$ cat config.mk
export PLATFORM = sky130hd
export DESIGN_NAME = irq_sec_ctrl
export DESIGN_NICKNAME = d
export VERILOG_FILES = /design/src/rtl/irq_sec_pkg.sv /design/src/rtl/irq_sec_decode.sv /design/src/rtl/irq_sec_regs.sv /design/src/rtl/irq_sec_outgen.sv /design/src/rtl/irq_sec_resp.sv /design/src/rtl/irq_sec_ctrl.sv
export SDC_FILE = /design/constraint.sdc
export NUM_CORES = 1
export LEC_CHECK = 0
export BUFFER_PORTS_ARGS = -buffer_cell sky130_fd_sc_hd__buf_2
export CAP_MARGIN = 10
export CORE_ASPECT_RATIO = 1.4
export CORE_MARGIN = 5
export CORE_UTILIZATION = 54
export DETAILED_ROUTE_END_ITERATION = 7
export GPL_TIMING_DRIVEN = 0
export PLACE_DENSITY = 0.8
export SKIP_LAST_GASP = 1
export SYNTH_ARGS = -nofsm -noshare
export SYNTH_HDL_FRONTEND = slang
export SYNTH_SLANG_ARGS = --single-unit
$ cat constraint.sdc
create_clock -name clk -period 2.2 [get_ports clk]
set_clock_uncertainty 0.15 [all_clocks]
set_input_delay 0.11 -clock clk [delete_from_list [all_inputs] [get_ports clk]]
set_output_delay 0.11 -clock clk [all_outputs]
set_load 0.01 [all_outputs]
$ cat src/rtl/irq_sec_pkg.sv
package irq_sec_pkg;
  localparam int WD_STAT = 0;
  localparam int WD_RAW  = 1;
  localparam int WD_MSET = 2;
  localparam int WD_MCLR = 3;
  localparam int WD_SSET = 4;
  localparam int WD_SCLR = 5;
  localparam int WD_PSET = 8;
  localparam int WD_PCLR = 9;

  typedef enum logic [2:0] {
    RD_NONE,
    RD_STAT,
    RD_RAW,
    RD_MASK,
    RD_PEN
  } rd_sel_e;

  typedef struct packed {
    logic mset;
    logic mclr;
    logic sset;
    logic sclr;
    logic pset;
    logic pclr;
  } wr_cmd_t;
endpackage

$ cat src/rtl/irq_sec_decode.sv
module irq_sec_decode
  import irq_sec_pkg::*;
#(
  parameter int WORD_W = 10
) (
  input  logic              sel,
  input  logic              we,
  input  logic [WORD_W-1:0] word,
  output wr_cmd_t           cmd,
  output rd_sel_e           rsel,
  output logic              bad
);
  always_comb begin
    cmd  = '0;
    rsel = RD_NONE;
    bad  = 1'b0;
    if (sel) begin
      if (we) begin
        case (word)
          WORD_W'(WD_MSET): cmd.mset = 1'b1;
          WORD_W'(WD_MCLR): cmd.mclr = 1'b1;
          WORD_W'(WD_SSET): cmd.sset = 1'b1;
          WORD_W'(WD_SCLR): cmd.sclr = 1'b1;
          WORD_W'(WD_PSET): cmd.pset = 1'b1;
          WORD_W'(WD_PCLR): cmd.pclr = 1'b1;
          default:          bad      = 1'b1;
        endcase
      end else begin
        case (word)
          WORD_W'(WD_STAT): rsel = RD_STAT;
          WORD_W'(WD_RAW):  rsel = RD_RAW;
          WORD_W'(WD_MSET): rsel = RD_MASK;
          WORD_W'(WD_PSET): rsel = RD_PEN;
          default:          bad  = 1'b1;
        endcase
      end
    end
  end
endmodule

$ cat src/rtl/irq_sec_regs.sv
module irq_sec_regs
  import irq_sec_pkg::*;
#(
  parameter int NSRC    = 32,
  parameter int PASS_LO = 21,
  parameter int PASS_HI = 30
) (
  input  logic            clk,
  input  logic            rst,
  input  logic [NSRC-1:0] src_in,
  input  wr_cmd_t         cmd,
  input  logic [NSRC-1:0] wdata,
  output logic [NSRC-1:0] lvl_q,
  output logic [NSRC-1:0] msk_q,
  output logic [NSRC-1:0] pen_q
);
  logic [NSRC-1:0] src_q;
  logic [NSRC-1:0] set_v;
  logic [NSRC-1:0] clr_v;
  logic [NSRC-1:0] rise_v;
  logic [NSRC-1:0] fall_v;
  logic [NSRC-1:0] lvl_d;

  assign set_v  = cmd.sset ? wdata : '0;
  assign clr_v  = cmd.sclr ? wdata : '0;
  assign rise_v = src_in & ~src_q;
  assign fall_v = ~src_in & src_q;

  // Software first, then hardware edges; a high line shields its bit from clear.
  always_comb begin
    lvl_d = lvl_q | set_v;
    lvl_d = lvl_d & ~(clr_v & ~src_in);
    lvl_d = (lvl_d | rise_v) & ~fall_v;
  end

  always_ff @(posedge clk) begin
    if (rst) begin
      lvl_q <= '0;
      src_q <= '0;
      msk_q <= '0;
    end else begin
      lvl_q <= lvl_d;
      src_q <= src_in;
      if (cmd.mset) msk_q <= msk_q | wdata;
      else if (cmd.mclr) msk_q <= msk_q & ~wdata;
    end
  end

  for (genvar i = 0; i < NSRC; i++) begin : g_pen
    if (i >= PASS_LO && i <= PASS_HI) begin : g_band
      logic pen_bit;
      always_ff @(posedge clk) begin
        if (rst) pen_bit <= 1'b0;
        else if (cmd.pset && wdata[i]) pen_bit <= 1'b1;
        else if (cmd.pclr && wdata[i]) pen_bit <= 1'b0;
      end
      assign pen_q[i] = pen_bit;
    end else begin : g_off
      assign pen_q[i] = 1'b0;
    end
  end
endmodule

$ cat src/rtl/irq_sec_outgen.sv
module irq_sec_outgen #(
  parameter int NSRC = 32
) (
  input  logic [NSRC-1:0] lvl_q,
  input  logic [NSRC-1:0] msk_q,
  input  logic [NSRC-1:0] pen_q,
  output logic [NSRC-1:0] status,
  output logic            irq_comb,
  output logic [NSRC-1:0] irq_pass
);
  assign status   = lvl_q & msk_q;
  assign irq_comb = |status;
  assign irq_pass = pen_q & lvl_q;
endmodule

$ cat src/rtl/irq_sec_resp.sv
module irq_sec_resp
  import irq_sec_pkg::*;
#(
  parameter int NSRC = 32
) (
  input  logic            clk,
  input  logic            rst,
  input  logic            sel,
  input  logic            bad,
  input  rd_sel_e         rsel,
  input  logic [NSRC-1:0] status,
  input  logic [NSRC-1:0] lvl_q,
  input  logic [NSRC-1:0] msk_q,
  input  logic [NSRC-1:0] pen_q,
  output logic            rsp_valid,
  output logic [NSRC-1:0] rsp_data,
  output logic            rsp_err
);
  logic [NSRC-1:0] rd_mux;

  always_comb begin
    case (rsel)
      RD_STAT: rd_mux = status;
      RD_RAW:  rd_mux = lvl_q;
      RD_MASK: rd_mux = msk_q;
      RD_PEN:  rd_mux = pen_q;
      default: rd_mux = '0;
    endcase
  end

  always_ff @(posedge clk) begin
    if (rst) begin
      rsp_valid <= 1'b0;
      rsp_err   <= 1'b0;
      rsp_data  <= '0;
    end else begin
      rsp_valid <= sel;
      rsp_err   <= sel & bad;
      rsp_data  <= rd_mux;
    end
  end
endmodule

$ cat src/rtl/irq_sec_ctrl.sv
module irq_sec_ctrl
  import irq_sec_pkg::*;
#(
  parameter int NSRC    = 32,
  parameter int ADDR_W  = 12,
  parameter int PASS_LO = 21,
  parameter int PASS_HI = 30
) (
  input  logic                clk,
  input  logic                rst,
  input  logic [NSRC-1:0]     src_in,
  input  logic                bus_sel,
  input  logic                bus_we,
  input  logic [ADDR_W-3:0]   bus_word,
  input  logic [NSRC-1:0]     bus_wdata,
  output logic                rsp_valid,
  output logic [NSRC-1:0]     rsp_data,
  output logic                rsp_err,
  output logic                irq_comb,
  output logic [NSRC-1:0]     irq_pass
);
  localparam int WORD_W = ADDR_W - 2;

  wr_cmd_t         cmd;
  rd_sel_e         rsel;
  logic            bad;
  logic [NSRC-1:0] lvl_q;
  logic [NSRC-1:0] msk_q;
  logic [NSRC-1:0] pen_q;
  logic [NSRC-1:0] status;

  irq_sec_decode #(.WORD_W(WORD_W)) u_dec (
    .sel  (bus_sel),
    .we   (bus_we),
    .word (bus_word),
    .cmd  (cmd),
    .rsel (rsel),
    .bad  (bad)
  );

  irq_sec_regs #(.NSRC(NSRC), .PASS_LO(PASS_LO), .PASS_HI(PASS_HI)) u_regs (
    .clk    (clk),
    .rst    (rst),
    .src_in (src_in),
    .cmd    (cmd),
    .wdata  (bus_wdata),
    .lvl_q  (lvl_q),
    .msk_q  (msk_q),
    .pen_q  (pen_q)
  );

  irq_sec_outgen #(.NSRC(NSRC)) u_out (
    .lvl_q    (lvl_q),
    .msk_q    (msk_q),
    .pen_q    (pen_q),
    .status   (status),
    .irq_comb (irq_comb),
    .irq_pass (irq_pass)
  );

  irq_sec_resp #(.NSRC(NSRC)) u_resp (
    .clk       (clk),
    .rst       (rst),
    .sel       (bus_sel),
    .bad       (bad),
    .rsel      (rsel),
    .status    (status),
    .lvl_q     (lvl_q),
    .msk_q     (msk_q),
    .pen_q     (pen_q),
    .rsp_valid (rsp_valid),
    .rsp_data  (rsp_data),
    .rsp_err   (rsp_err)
  );
endmodule

Word level (Yosys, flattened, before mapping)

Cells that the tools add are included.

Equal/unequal tests: 11
Multiplexer cells: 40
Bitwise gates (word level): 17
Reductions and logical operators: 35

Operator list:

| operator                                       | count |
|---|---|
| AND 32 bit                                     | 7 |
| NOT 32 bit                                     | 5 |
| two-way mux 32 bit                             | 4 |
| one-hot mux 32 bit (4 select lines)            | 1 |
| OR 32 bit                                      | 3 |
| AND 31 x 32 -> 32 bit                          | 1 |
| OR reduction 32 bit                            | 1 |
| two-way mux 1 bit                              | 30 |
| nonzero test 2 bit                             | 11 |
| == test 10 x 2 -> 1 bit, second input constant | 2 |
| == test 10 x 3 -> 1 bit, second input constant | 2 |
| == test 10 x 4 -> 1 bit, second input constant | 2 |
| logical AND 1 bit                              | 20 |
| two-way mux 6 bit                              | 2 |
| one-hot mux 3 bit (4 select lines)             | 1 |
| == test 10 x 1 -> 1 bit, second input constant | 1 |
| logical NOT 10 bit                             | 1 |
| == test 3 x 2 -> 1 bit, second input constant  | 2 |
| two-way mux 3 bit                              | 2 |
| OR reduction 6 bit                             | 1 |
| OR reduction 4 bit                             | 1 |
| == test 3 x 1 -> 1 bit, second input constant  | 1 |
| == test 3 bit, second input constant           | 1 |
| AND 1 bit                                      | 1 |

Register bits after elaboration: 140
Bits of input ports: 78
Output and inout port bits: 67
Word-level logic and storage cells: 119

Depth between registers and ports, before layout

Depth after elaboration: 10
Gate-level depth with buffers: 7
Gate-level depth less buffers: 4

By module

From an unflattened synthesis, not the netlist that was laid out.

Cell total of the unflattened synthesis: 746
Area total of the unflattened synthesis: 6722.7 um^2

Modules (own cells, without submodules):

| module         | times used | cells an instance | area an instance (um^2) | sequential area each (um^2) |
|---|---|---|---|---|
| irq_sec_regs   | 1          | 483               | 4419.2                  | 2122.0 |
| irq_sec_resp   | 1          | 154               | 1554.0                  | 680.7 |
| irq_sec_outgen | 1          | 77                | 498.0                   | 0.0 |
| irq_sec_decode | 1          | 32                | 251.5                   | 0.0 |

Least setup slack after synthesis

Ideal clock, no wire load.

Path kind: in2reg
Start: in bus_word[7]
End: reg u_regs.g_pen[21].g_band.pen_bit
Library setup time: 0.117 ns
Arrival time: 1.597 ns
Required time: 1.933 ns
Slack: 0.335 ns
Stages on the path: 5
Path buffers: 1
Path through: or4_4 -> buf_6 -> nor4_4 -> nand2_1 -> a32o_1

Word-level cells in the longest chain between the ends: 6
Elaborated cells on any way between the ends: 10
Classes of those cells: 2 x eq/ne; 5 x mux; 3 x reduce/logical

Ends and longest elaborated chain:

| element                                                 | RTL line                               | text |
|---|---|---|
| start: declaration                                      | irq_sec_ctrl.sv:14                     | `input logic [ADDR_W-3:0] bus_word,` |
| == test 10 x 4 -> 1 bit                                 | irq_sec_decode.sv:19                   | `case (word)` |
| two-way mux 1 bit                                       | irq_sec_decode.sv:19                   |  |
| two-way mux 6 bit (*)                                   | irq_sec_decode.sv:18                   | `if (we) begin` |
| two-way mux 6 bit (*)                                   | irq_sec_decode.sv:17                   | `if (sel) begin` |
| logical AND 1 bit, on equally long branches             | irq_sec_regs.sv:54, irq_sec_regs.sv:55 |  |
| two-way mux 1 bit or nonzero test 2 bit (tied branches) | n/a                                    |  |
| end signal: assignment                                  | irq_sec_regs.sv:53                     | `if (rst) pen_bit <= 1'b0;` |
| end signal: assignment                                  | irq_sec_regs.sv:54                     | `else if (cmd.pset && wdata[i]) pen_bit <= 1'b1;` |
| end signal: assignment                                  | irq_sec_regs.sv:55                     | `else if (cmd.pclr && wdata[i]) pen_bit <= 1'b0;` |
| end: declaration                                        | irq_sec_regs.sv:51                     | `logic pen_bit;` |

Mark *: on every way between the ends. The rest lies on a longest branch, timed or not.
A chain may end at the register's enable or synchronous reset.

Worst setup path after layout

Start: reg u_regs.lvl_q[27]
End: out irq_comb

Word-level cells in the longest chain between the ends: 2

Ends and longest elaborated chain:

| element                  | RTL line             | text |
|---|---|---|
| start: declaration       | irq_sec_regs.sv:13   | `output logic [NSRC-1:0] lvl_q,` |
| start signal: assignment | irq_sec_regs.sv:42   | `lvl_q <= lvl_d;` |
| AND 32 bit               | irq_sec_outgen.sv:11 | `assign status = lvl_q & msk_q;` |
| OR reduction 32 bit      | irq_sec_outgen.sv:12 | `assign irq_comb = \|status;` |
| end: declaration         | irq_sec_ctrl.sv:19   | `output logic irq_comb,` |

No other way between the ends.

==> results.sh <==
export IMPL_status="finished, final reports clean"
export IMPL_yosysMostFrequentCell="dfxtp_1"
export IMPL_start_util=0.550
export IMPL_grt_max_degree=17
export IMPL_die_width_um=102
export IMPL_hold_viol=0
export IMPL_post_route_util=0.740
export IMPL_hp_class="in2reg"
export IMPL_overflow=0
export IMPL_required_ns=1.94
export IMPL_syn_area_um2=6470
export IMPL_ys_flop_type="dfxtp_1"
export IMPL_first_iter_violations=509
export IMPL_cp_start_kind="register"
export IMPL_slew_headroom=0.529
export IMPL_timing_final_crit_share=0.967
export IMPL_gr_usage_met3=0.0491
export IMPL_cts_tree="built"
export IMPL_syn_inst=741
export IMPL_crit_arrival_ns=1.87
export IMPL_drt_pass1_iter_count=6
export IMPL_grt_pass1_wl_um=31600
export IMPL_gp_congestion=0.857
export IMPL_vdd_ir_drop_max_mv=0.568
export IMPL_critPathKind="reg2out"
export IMPL_top_usage_layer="met2"
export IMPL_synth_commonest_cells="dfxtp_1, nand2_1, nor2_1, inv_1, mux2i_1"
export IMPL_fmax_ghz=0.470
export IMPL_report_power_total_mw=6.47
export IMPL_clk_pin_slew_worst_paths_ns=0.06
export IMPL_std_cell_rows=47
export IMPL_grtUsageMet2=0.478
export IMPL_remaining_drc_errors=0
export IMPL_yosysTopAreaCellShare=0.433
export IMPL_numCtsBuffers=17
export IMPL_drv_cap=0
export IMPL_avgSynthCellArea_um2=8.73
export IMPL_nets=1048
export IMPL_ant_nets=0
export IMPL_yosys_area_top_type="dfxtp_1"
export IMPL_antenna_found_initial=1
export IMPL_ys_seq_area_frac=0.433
export IMPL_area_delta_synth_final_pct=34.6
export IMPL_finalSetupViolCount=0
export IMPL_clock_root_buffer="clkbuf_16"
export IMPL_tns_ns=0
export IMPL_clock_sinks=140
export IMPL_worst_slew_pin_slew_ns=0.706
export IMPL_insertion_delay_ns=0.42
export IMPL_ios=145
export IMPL_final_layout_size_suffix_gt1_frac=0.205
export IMPL_r2r_slack_ns=0.85
export IMPL_wirelength_um=20000
export IMPL_yosysUniqueCellTypes=44
export IMPL_vias=6535
export IMPL_io_buffers=120
export IMPL_yosysWarnings=0
export IMPL_crit_fanout=4
export IMPL_dp_hpwl_um=13500
export IMPL_worst_path_max_delay_cell="or4_4"
export IMPL_synth_area_leaders="dfxtp_1, nand2_1, mux2i_1"
export IMPL_yosys_register_bits=140
export IMPL_ctsHtreeMaxLevel=4
export IMPL_vias_per_cell=5.78
export IMPL_grtUsageMet1=0.328
export IMPL_die_h_um=139
export IMPL_crit_chain="a22oi_1, nand4_1, or4_4, buf_2"
export IMPL_crit_path_max_incr_delay_ns=0.56
export IMPL_first_global_vias=6408
export IMPL_power_density_nw_per_um2=744
export IMPL_avgRoutedWirePerCell_um=17.7
export IMPL_post_cts_setup_buffer_count=0
export IMPL_core_area_um2=11800
export IMPL_p_leak_nw=3.72
export IMPL_ys_async_sr_fraction=0
export IMPL_fillers=852
export IMPL_die_area_um2=14300
export IMPL_cp_end_kind="output port"
export IMPL_synth_edff_count=0
export IMPL_rsz0062_at_grt="true"
export IMPL_period_needed_ns=2.13
export IMPL_clock_path_buffers=2
export IMPL_grt_total_usage=0.279
export IMPL_drv_slew=0
-- layout make-up --
type | count | area [µm²] | share of cell area
diodes | 1 | 2.50 | 0.000288
plain buffers | 68 | 362 | 0.0416
clock buffers | 21 | 470 | 0.0541
clock inverters | 11 | 189 | 0.0217
inverters | 38 | 143 | 0.0164
multi-input cells | 516 | 3250 | 0.374
flip-flops and latches | 140 | 2810 | 0.323
well taps | 147 | 184 | 0.0211
repair buffers | 189 | 1290 | 0.148
-- per-layer routing --
metal | vias up | wire, µm
met2 | 313 | 10100
met4 | 0 | 791
met3 | 66 | 1330
met5 | - | 0
li1 | 3050 | -
met1 | 3106 | 7730
-- logic make-up (layout without fill, tap and decap cells) --
kind of cell | Yosys count | in the layout | share of synthesized area
buffers and inverters | 106 | 327 | 0.0778
adders and majority gates | 29 | 29 | 0.0449
muxes | 33 | 33 | 0.0511
DFF | 140 | 140 | 0.433
other | 1 | 23 | 0.000580
AOI/OAI and AO/OA | 189 | 189 | 0.207
and+or+nand+nor | 243 | 243 | 0.185
-- metrics by stage --
| step | hold slack [ns] | std cells | instance area [µm²] | setup slack, ns |
|---|---|---|---|---|
| after floorplan | 0.0467 | 762 | 6550 | 0.335 |
| after global placement | 0.206 | 1029 | 7330 | -0.155 |
| after detailed placement | 0.211 | 1029 | 7330 | -0.156 |
| after CTS | 0.00632 | 1130 | 8690 | 0.00146 |
| after global routing | 0.0317 | 1131 | 8700 | -0.0104 |
| final | 0.000336 | 1131 | 8700 | 0.0732 |
-- placed cells by master, fill, tap and decap left out, types with 3 or more instances in the layout --
cell type,netlist,routed
dfxtp_1,140,137
clkbuf_16,0,17
nor4_1,3,3
nand2_1,107,107
and2_1,10,10
nand2b_1,30,30
clkbuf_8,0,3
clkbuf_1,31,31
a221oi_1,4,4
nor4_4,5,5
buf_2,9,129
o2bb2ai_1,28,28
nor2_1,64,64
clkinv_2,0,3
nand4_1,4,4
a21oi_1,32,32
bufinv_16,0,5
conb_1,1,22
o221ai_1,9,9
o211ai_1,23,23
dlygate4sd3_1,0,69
dfxtp_2,0,3
mux2i_1,33,33
a22oi_1,16,14
maj3_1,29,29
a21o_1,5,5
a211oi_1,32,32
buf_1,4,4
a32o_1,10,10
buf_4,23,23
o21ai_0,29,29
inv_1,37,37
-- timing repair --
item	CTS	global route
cloned	0	0
pin swaps	1	2
endpoints found under the setup margin	1	2
hold buffers	69	0
hold endpoints to repair	108	0
resized for setup	3	5
-- final timing paths --
path / from / to / cells after the start
worst min register to register: register / register / 2
worst min-delay path: bus_word[2] / u_resp.rsp_err / 4
worst max-delay path: u_regs.lvl_q[27] / irq_comb / 4
worst max register to register: u_regs.lvl_q[2] / u_regs.lvl_q[2] / 3
-- worst max-delay path: cells and delay by family, from the launching register on --
kind                   cells  cell delay [ns]
DFF                        1             0.34
and+or+nand+nor            2             0.68
buffers and inverters      1             0.16
AOI/OAI and AO/OA          1             0.26
-- power by group --
group | internal [mW] | switching, mW | total (mW)
Combinational | 0.287 | 0.288 | 0.575
Sequential | 2.62 | 0.0950 | 2.71
Clock | 2.10 | 1.09 | 3.19
Total | 5.00 | 1.48 | 6.47
(Power assumes the default switching activity.)
